## config.mk

```make
export PLATFORM = sky130hd
export DESIGN_NAME = angle_hold_latch
export DESIGN_NICKNAME = d
export VERILOG_FILES = /design/src/rtl/angle_latch_pkg.sv /design/src/rtl/angle_latch_ctrl.sv /design/src/rtl/angle_latch_path.sv /design/src/rtl/angle_hold_latch.sv
export SDC_FILE = /design/constraint.sdc
export NUM_CORES = 1
export LEC_CHECK = 0
export BUFFER_PORTS_ARGS = -buffer_cell sky130_fd_sc_hd__buf_4
export CORE_ASPECT_RATIO = 1.25
export CORE_MARGIN = 2
export CORE_UTILIZATION = 42
export DETAILED_ROUTE_END_ITERATION = 10
export PLACE_DENSITY = 0.84
export SLEW_MARGIN = 10
export SYNTH_ARGS = -nofsm -noshare
export SYNTH_HDL_FRONTEND = slang
export SYNTH_SLANG_ARGS = --single-unit
```

## constraint.sdc

```tcl
create_clock -name clk -period 2.2 [get_ports clk]
set_clock_uncertainty 0.1 [all_clocks]
set_input_delay 0.33 -clock clk [delete_from_list [all_inputs] [get_ports clk]]
set_output_delay 0.33 -clock clk [all_outputs]
set_load 0.01 [all_outputs]
```

## src/rtl/angle_latch_pkg.sv

```systemverilog
package angle_latch_pkg;

  typedef enum logic [1:0] {
    ST_TRACK = 2'd0,
    ST_WAIT  = 2'd1,
    ST_HOLD  = 2'd2
  } latchState_e;

  // strobes from control to datapath
  typedef struct packed {
    logic loadWord;   // copy trackAngle into the holding register
    logic busyWin;    // an update window is open at this edge
    logic pending;    // freeze requested, waiting for the window to close
    logic frozen;     // holding register is frozen
    logic driveBus;   // some byte is on the bus
    logic selUpper;   // the upper byte is on the bus
  } latchCtl_t;

endpackage

```

## src/rtl/angle_latch_ctrl.sv

```systemverilog
module angle_latch_ctrl
  import angle_latch_pkg::*;
#(
  parameter int BUSY_CYCLES = 47
) (
  input  logic      clk,
  input  logic      rstN,
  input  logic      busyStrobe,
  input  logic      inhibitN,
  input  logic      upperEnN,
  input  logic      lowerEnN,
  output latchCtl_t ctl
);

  localparam int CNT_W = (BUSY_CYCLES > 1) ? $clog2(BUSY_CYCLES) : 1;
  localparam logic [CNT_W-1:0] WIN_LOAD = CNT_W'(BUSY_CYCLES - 1);

  logic             strobePrev;
  logic [CNT_W-1:0] winCnt;
  logic             strobeRise;
  logic             busyWin;
  latchState_e      state, stateNext;
  logic             loadWord;

  assign strobeRise = busyStrobe && !strobePrev;
  assign busyWin    = strobeRise || (winCnt != '0);

  // update window: BUSY_CYCLES edges starting at the strobe's rising edge
  always_ff @(posedge clk or negedge rstN) begin
    if (!rstN) begin
      strobePrev <= 1'b0;
      winCnt     <= '0;
    end else begin
      strobePrev <= busyStrobe;
      if (strobeRise) begin
        winCnt <= WIN_LOAD;
      end else if (winCnt != '0) begin
        winCnt <= winCnt - 1'b1;
      end
    end
  end

  always_comb begin
    stateNext = state;
    loadWord  = 1'b0;
    unique case (state)
      ST_TRACK: begin
        if (inhibitN) begin
          loadWord = !busyWin;
        end else if (busyWin) begin
          stateNext = ST_WAIT;
        end else begin
          loadWord  = 1'b1;
          stateNext = ST_HOLD;
        end
      end
      ST_WAIT: begin
        if (inhibitN) begin
          loadWord  = !busyWin;
          stateNext = ST_TRACK;
        end else if (!busyWin) begin
          loadWord  = 1'b1;
          stateNext = ST_HOLD;
        end
      end
      ST_HOLD: begin
        if (inhibitN) begin
          loadWord  = !busyWin;
          stateNext = ST_TRACK;
        end
      end
      default: begin
        stateNext = ST_TRACK;
      end
    endcase
  end

  always_ff @(posedge clk or negedge rstN) begin
    if (!rstN) begin
      state <= ST_TRACK;
    end else begin
      state <= stateNext;
    end
  end

  always_comb begin
    ctl.loadWord = loadWord;
    ctl.busyWin  = busyWin;
    ctl.pending  = (state == ST_WAIT);
    ctl.frozen   = (state == ST_HOLD);
    ctl.driveBus = !upperEnN || !lowerEnN;
    ctl.selUpper = !upperEnN;
  end

endmodule

```

## src/rtl/angle_latch_path.sv

```systemverilog
module angle_latch_path
  import angle_latch_pkg::*;
#(
  parameter int WORD_W = 16
) (
  input  logic              clk,
  input  logic              rstN,
  input  logic [WORD_W-1:0] trackAngle,
  input  latchCtl_t         ctl,
  output logic [WORD_W/2-1:0] busData,
  output logic              busDrive,
  output logic              byteSel,
  output logic [WORD_W-1:0] holdWord
);

  localparam int BUS_W  = WORD_W / 2;
  localparam int LANES  = 2;

  logic [WORD_W-1:0] wordReg;
  logic [BUS_W-1:0]  lane [LANES];

  always_ff @(posedge clk or negedge rstN) begin
    if (!rstN) begin
      wordReg <= '0;
    end else if (ctl.loadWord) begin
      wordReg <= trackAngle;
    end
  end

  for (genvar g = 0; g < LANES; g++) begin : g_lane
    assign lane[g] = wordReg[g*BUS_W +: BUS_W];
  end

  always_comb begin
    busDrive = ctl.driveBus;
    byteSel  = ctl.driveBus && ctl.selUpper;
    if (!ctl.driveBus) begin
      busData = '0;
    end else if (ctl.selUpper) begin
      busData = lane[1];
    end else begin
      busData = lane[0];
    end
  end

  assign holdWord = wordReg;

endmodule

```

## src/rtl/angle_hold_latch.sv

```systemverilog
module angle_hold_latch
  import angle_latch_pkg::*;
#(
  parameter int WORD_W      = 16,
  parameter int BUSY_CYCLES = 47,
  parameter int MIN_GAP     = 19
) (
  input  logic              clk,
  input  logic              rstN,
  input  logic [WORD_W-1:0] trackAngle,
  input  logic              busyStrobe,
  input  logic              inhibitN,
  input  logic              upperEnN,
  input  logic              lowerEnN,
  output logic [WORD_W/2-1:0] busData,
  output logic              busDrive,
  output logic              byteSel,
  output logic [WORD_W-1:0] holdWord
);

  latchCtl_t ctl;
  logic      busyWin;
  logic      pendingFreeze;

  angle_latch_ctrl #(
    .BUSY_CYCLES(BUSY_CYCLES)
  ) u_ctrl (
    .clk       (clk),
    .rstN      (rstN),
    .busyStrobe(busyStrobe),
    .inhibitN  (inhibitN),
    .upperEnN  (upperEnN),
    .lowerEnN  (lowerEnN),
    .ctl       (ctl)
  );

  angle_latch_path #(
    .WORD_W(WORD_W)
  ) u_path (
    .clk       (clk),
    .rstN      (rstN),
    .trackAngle(trackAngle),
    .ctl       (ctl),
    .busData   (busData),
    .busDrive  (busDrive),
    .byteSel   (byteSel),
    .holdWord  (holdWord)
  );

  assign busyWin       = ctl.busyWin;
  assign pendingFreeze = ctl.pending;

endmodule

```

**After elaboration in Yosys (flattened, before gate mapping)**

Cells that the tools add are included.
Widths: inputs -> output; s select.

- Flip-flop bits (word level): 25
- Logic and storage cells: 37
- Input port bits: 22
- Output and inout bits: 26

- Add/subtract/negate cells: 1
- Muxes and demuxes: 14
- Equal/unequal tests: 5
- Reductions and logical operators: 13

Operators with widths:

| kind | number |
|---|---|
| $mux 8 | 2 |
| $mux 6 | 2 |
| $mux 2 | 5 |
| $pmux 2 s3 | 1 |
| $reduce_bool 6->1 | 1 |
| $sub 6x1->6 const B | 1 |
| $logic_not 1->1 | 4 |
| $ne 2x2->1 const B | 2 |
| $mux 1 | 3 |
| $ne 3x3->1 const B | 1 |
| $reduce_and 3->1 | 1 |
| $eq 2x1->1 const B | 1 |
| $eq 2x2->1 const B | 1 |
| $logic_and 1x1->1 | 2 |
| $logic_not 2->1 | 1 |
| $logic_or 1x1->1 | 2 |
| $pmux 1 s2 | 1 |
| $reduce_bool 2->1 | 1 |
| $reduce_or 2->1 | 1 |

**Depth between registers and ports, before layout**

- Word-level depth: 6
- Mapped depth: 6

**Hierarchy**

From an unflattened synthesis, not the netlist that was laid out.

- Cell total of the unflattened synthesis: 103
- Area total of the unflattened synthesis: 1271.2 µm²

Modules (own cells, without submodules):

| module | times used | area each (µm²) | seq. area each (µm²) | cells each |
|---|---|---|---|---|
| angle_latch_path | 1 | 800.8 | 400.4 | 53 |
| angle_latch_ctrl | 1 | 470.5 | 225.2 | 50 |

**Worst setup path before layout**

No wires, ideal clock.

- Path kind: reg2reg
- Start point: register u_ctrl.winCnt[0]
- End point: register u_path.wordReg[0] (netlist: u_path.holdWord[0])
- Arrival time: 1948 ps
- Data required time: 1975 ps
- Stages on the path, launching flop included: 7
- Path slack: 27 ps
- Setup time: 125 ps
- Path buffers: 1
- Cell sequence: dfrtp_1 inv_1 ha_1 or3b_4 a2111oi_4 buf_8 mux2_4

- Longest elaborated chain between the ends: 5

RTL lines:

| item | line | source |
|---|---|---|
| start: declaration | angle_latch_ctrl.sv:19 | `logic [CNT_W-1:0] winCnt;` |
| start signal: assignment | angle_latch_ctrl.sv:38 | `winCnt <= winCnt - 1'b1;` |
| $reduce_bool 6->1 * | angle_latch_ctrl.sv:26 | `assign busyWin = strobeRise \|\| (winCnt != '0);` |
| $logic_or 1x1->1 * | angle_latch_ctrl.sv:26 |  |
| $mux 1 / $logic_not 1->1 (equally long branches) | -- |  |
| $mux 1, on equally long branches | angle_latch_ctrl.sv:58, angle_latch_ctrl.sv:67 |  |
| $pmux 1 s2 * | angle_latch_ctrl.sv:46 | `unique case (state)` |
| end signal: assignment | angle_latch_path.sv:26 | `wordReg <= trackAngle;` |
| end: declaration | angle_latch_path.sv:19 | `logic [WORD_W-1:0] wordReg;` |

Mark *: on every way between the ends. The rest lies on a longest branch, timed or not.
A chain may end at the register's enable or synchronous reset.

**Worst setup path in the final report**

- Start point: register u_ctrl.winCnt[1]
- End point: register u_path.wordReg[11] (netlist: u_path.holdWord[11])

Same word-level chain as after synthesis.

==> results.yml <==
outcome:
  status: "complete, no violations"
setup_path:
  path_class: "reg -> reg"
  cp-start-kind: "register"
  cp.arrival_ps: 2230
  worst_ep_required_time_ps: 2310
  r2r_slack_ps: 80
  cp_max_fo: 8
  critPathCaptureType: "register"
place:
  dpl_worst_slack_ps: 49.79
  portBuffers: 47
  place_hpwl_mm: 2.096
  gp_congestion: 0.7639
  place_area_um2: 1578
layout:
  multiInputGateArea_um2: 534.3
  areaGrowthSynthToFinish_pct: 40.91
  final-seq-area_um2: 625.6
  final_area_um2: 1659
  fillCellCount: 213
  drive_gt1_share_pct: 56.43
  num_antenna_cells: 0
  nets: 164
global_routing:
  gr-total-overflow: 0
  grt_pass1_vias: 975
  grt_max_degree: 26
  antenna_found_initial: 0
  grt_use_total_pct: 18.33
  grt_pass1_wl_mm: 4.547
synth:
  async_flop_share_pct: 100.0
  ys_warn_count: 0
  muxShareOfSynthArea_pct: 18.49
  synthAdderAreaFrac_pct: 1.063
  synth_enable_flop_cells: 0
  synth_compound_area_share_pct: 14.03
  yosysSeqAreaShare_pct: 53.13
  yosys.area_share.simple_pct: 9.989
  netlist_instances: 86
  synth-xor-area-share_pct: 0.7439
  ys_ff_latch: 25
  synth_top_family_by_area: "multiplexers"
  yosysUniqueCellTypes: 28
  dominantRegCellSynth: "dfrtp_1"
  syn_area_per_cell_um2: 13.69
  synth_fp_nets: 109
  synth_area_um2: 1177
power:
  ir_drop_v: 0.0005452
  seq_power_share_pct: 56.1
  switchingPower_mw: 0.3032
  combinationalPowerShare_pct: 24.1
  p_sw_share_pct: 29.59
  pwr-share-clk_pct: 19.8
  p_per_area_nw_per_um2: 617.6
  finalPower_mw: 1.025
  internal_power_mw: 0.7215
  leakagePower_nw: 0.7798
timing:
  finalHoldViolations: 0
  period_minus_slack_ps: 2120
  slew_viol_final: 0
  timing.fmax_mhz: 471.8
  finalSetupViolCount: 0
  tightest_slew_ps: 632.2
  holdWs_ps: 38.41
  fin_ws_ps: 80.39
  max_slew_margin_pct: 57.70
  min_period_over_period_pct: 96.35
run:
  maxCapViolCount: 0
floorplanning:
  die_w_um: 51.36
  coreArea_um2: 2680
  die_h_um: 63.20
  start_util_pct: 43.93
  pin_count: 48
  rows: 21
  dieArea_um2: 3245
cts:
  clk_latency_ps: 310
  clockBufferDepth: 2
  cts_tree: "done"
  cts_buffers: 3
  ctsHtreeMaxLevel: 1
  clock-sinks: 25
  cts_root_buffer: "clkbuf_4"
  clkTransAtPathRegs_ps: 130
route:
  vias: 931
  postRouteWirelength_mm: 2.939
  viasPerCell: 5.351
  first_pass_iters: 4
  ant_nets: 0
  drtIter0Drc: 23
  drcViolationCount: 0
  wl_per_cell_um: 16.89
min_path:
  hp-class: "in -> reg"
[critical path, stage by stage, from the launching register on]
cell and delay, ps:
dfrtp_1 440, inv_2 80, ha_4 130, or3b_4 410
a2111oi_4 190, buf_4 190, buf_12 130, mux2_2 330
[what timing repair did]
item	CTS	global route
endpoints found under the setup margin	0	16
gates resized for setup	0	4
hold buffers	1	0
buffers inserted	0	1
hold endpoints to repair	25	0
[cells by family (layout without fill, tap and decap cells)]
| family | count (synthesis) | after routing |
|---|---|---|
| DFF | 25 | 25 |
| AOI/OAI and AO/OA | 20 | 20 |
| and+or+nand+nor | 18 | 18 |
| muxes | 16 | 16 |
| buffers and inverters | 5 | 59 |
| adders and majority gates | 1 | 1 |
| xor gates and xnor gates | 1 | 1 |
[metal layers]
| layer | up-vias | part of all wire (%) | wire length, µm | track usage (%) |
|---|---|---|---|---|
| li1 | 429 | - | - | - |
| met1 | 461 | 38 | 1116 | 21.28 |
| met2 | 37 | 55 | 1610 | 33.12 |
| met3 | 4 | 6.3 | 186 | 4.265 |
| met4 | 0 | 0.88 | 26 | 4.934 |
| met5 | - | 0 | 0 | 0 |
[final timing paths]
check	startpoint	endpoint	depth (start not counted)
max reg2reg	u_ctrl.winCnt[1]$_DFFE_PN0P_	u_path.holdWord[11]$_DFFE_PN0P_	7
max in group asynchronous	rstN	u_path.holdWord[9]$_DFFE_PN0P_	2
max	u_ctrl.winCnt[1]$_DFFE_PN0P_	u_path.holdWord[11]$_DFFE_PN0P_	7
min in group asynchronous	rstN	u_ctrl.state[0]$_DFFE_PN0P_	2
min reg2reg	u_ctrl.state[0]$_DFFE_PN0P_	u_ctrl.state[1]$_DFFE_PN0P_	2
min	busyStrobe	u_ctrl.strobePrev$_DFF_PN0_	1
[power groups by stage]
stage	Clock (mW)	Sequential, mW	Combinational, mW
2_1_floorplan	0	0.571	0.124
3_3_place_gp	0	0.573	0.220
3_5_place_dp	0	0.580	0.232
4_1_cts	0.206	0.570	0.236
5_1_grt	0.223	0.583	0.279
6_report	0.203	0.575	0.247
[cell usage in the layout (no fill, tap or decap), drive strengths merged, types with 3 or more instances in the layout]
cell / n
clkbuf: 5
nor2: 3
mux2: 16
dfrtp: 25
a22o: 8
a21oi: 3
o21ai: 3
inv: 4
buf: 49
or4: 3
[flip-flops by register name, indices dropped and copies added, names as in the netlist]
signal	flops
u_path.holdWord	16
u_ctrl.winCnt	6
u_ctrl.state	2
u_ctrl.strobePrev	1
[stage by stage]
step                setup TNS (ps)  std cells  utilization, %
global route                -7.292        174           61.90
finish                           0        174           61.90
global placement                 0        167           58.87
detailed placement               0        167           58.87
CTS                              0        172           60.22
floorplan                        0         86               -
[cells in the mapped netlist (all sizes together) (2+ instances only)]
cell type	n	share of area, %
nor2	3	0.96
dfrtp	25	53
nor3	2	0.85
o21ai	3	1.3
mux2	16	18
a22o	8	6.0
nand3	2	0.85
a21oi	3	1.3
nand2b	2	1.1
o31ai	2	1.3
or4	3	2.1
inv	4	1.3
[layout make-up]
type | count | area share (%)
Sequential cell | 25 | 37.71
Timing Repair Buffer | 51 | 25.04
Tap cell | 34 | 2.564
Clock buffer | 4 | 1.584
Multi-Input combinational cell | 56 | 32.20
Inverter | 4 | 0.9050
(Power assumes the default switching activity.)
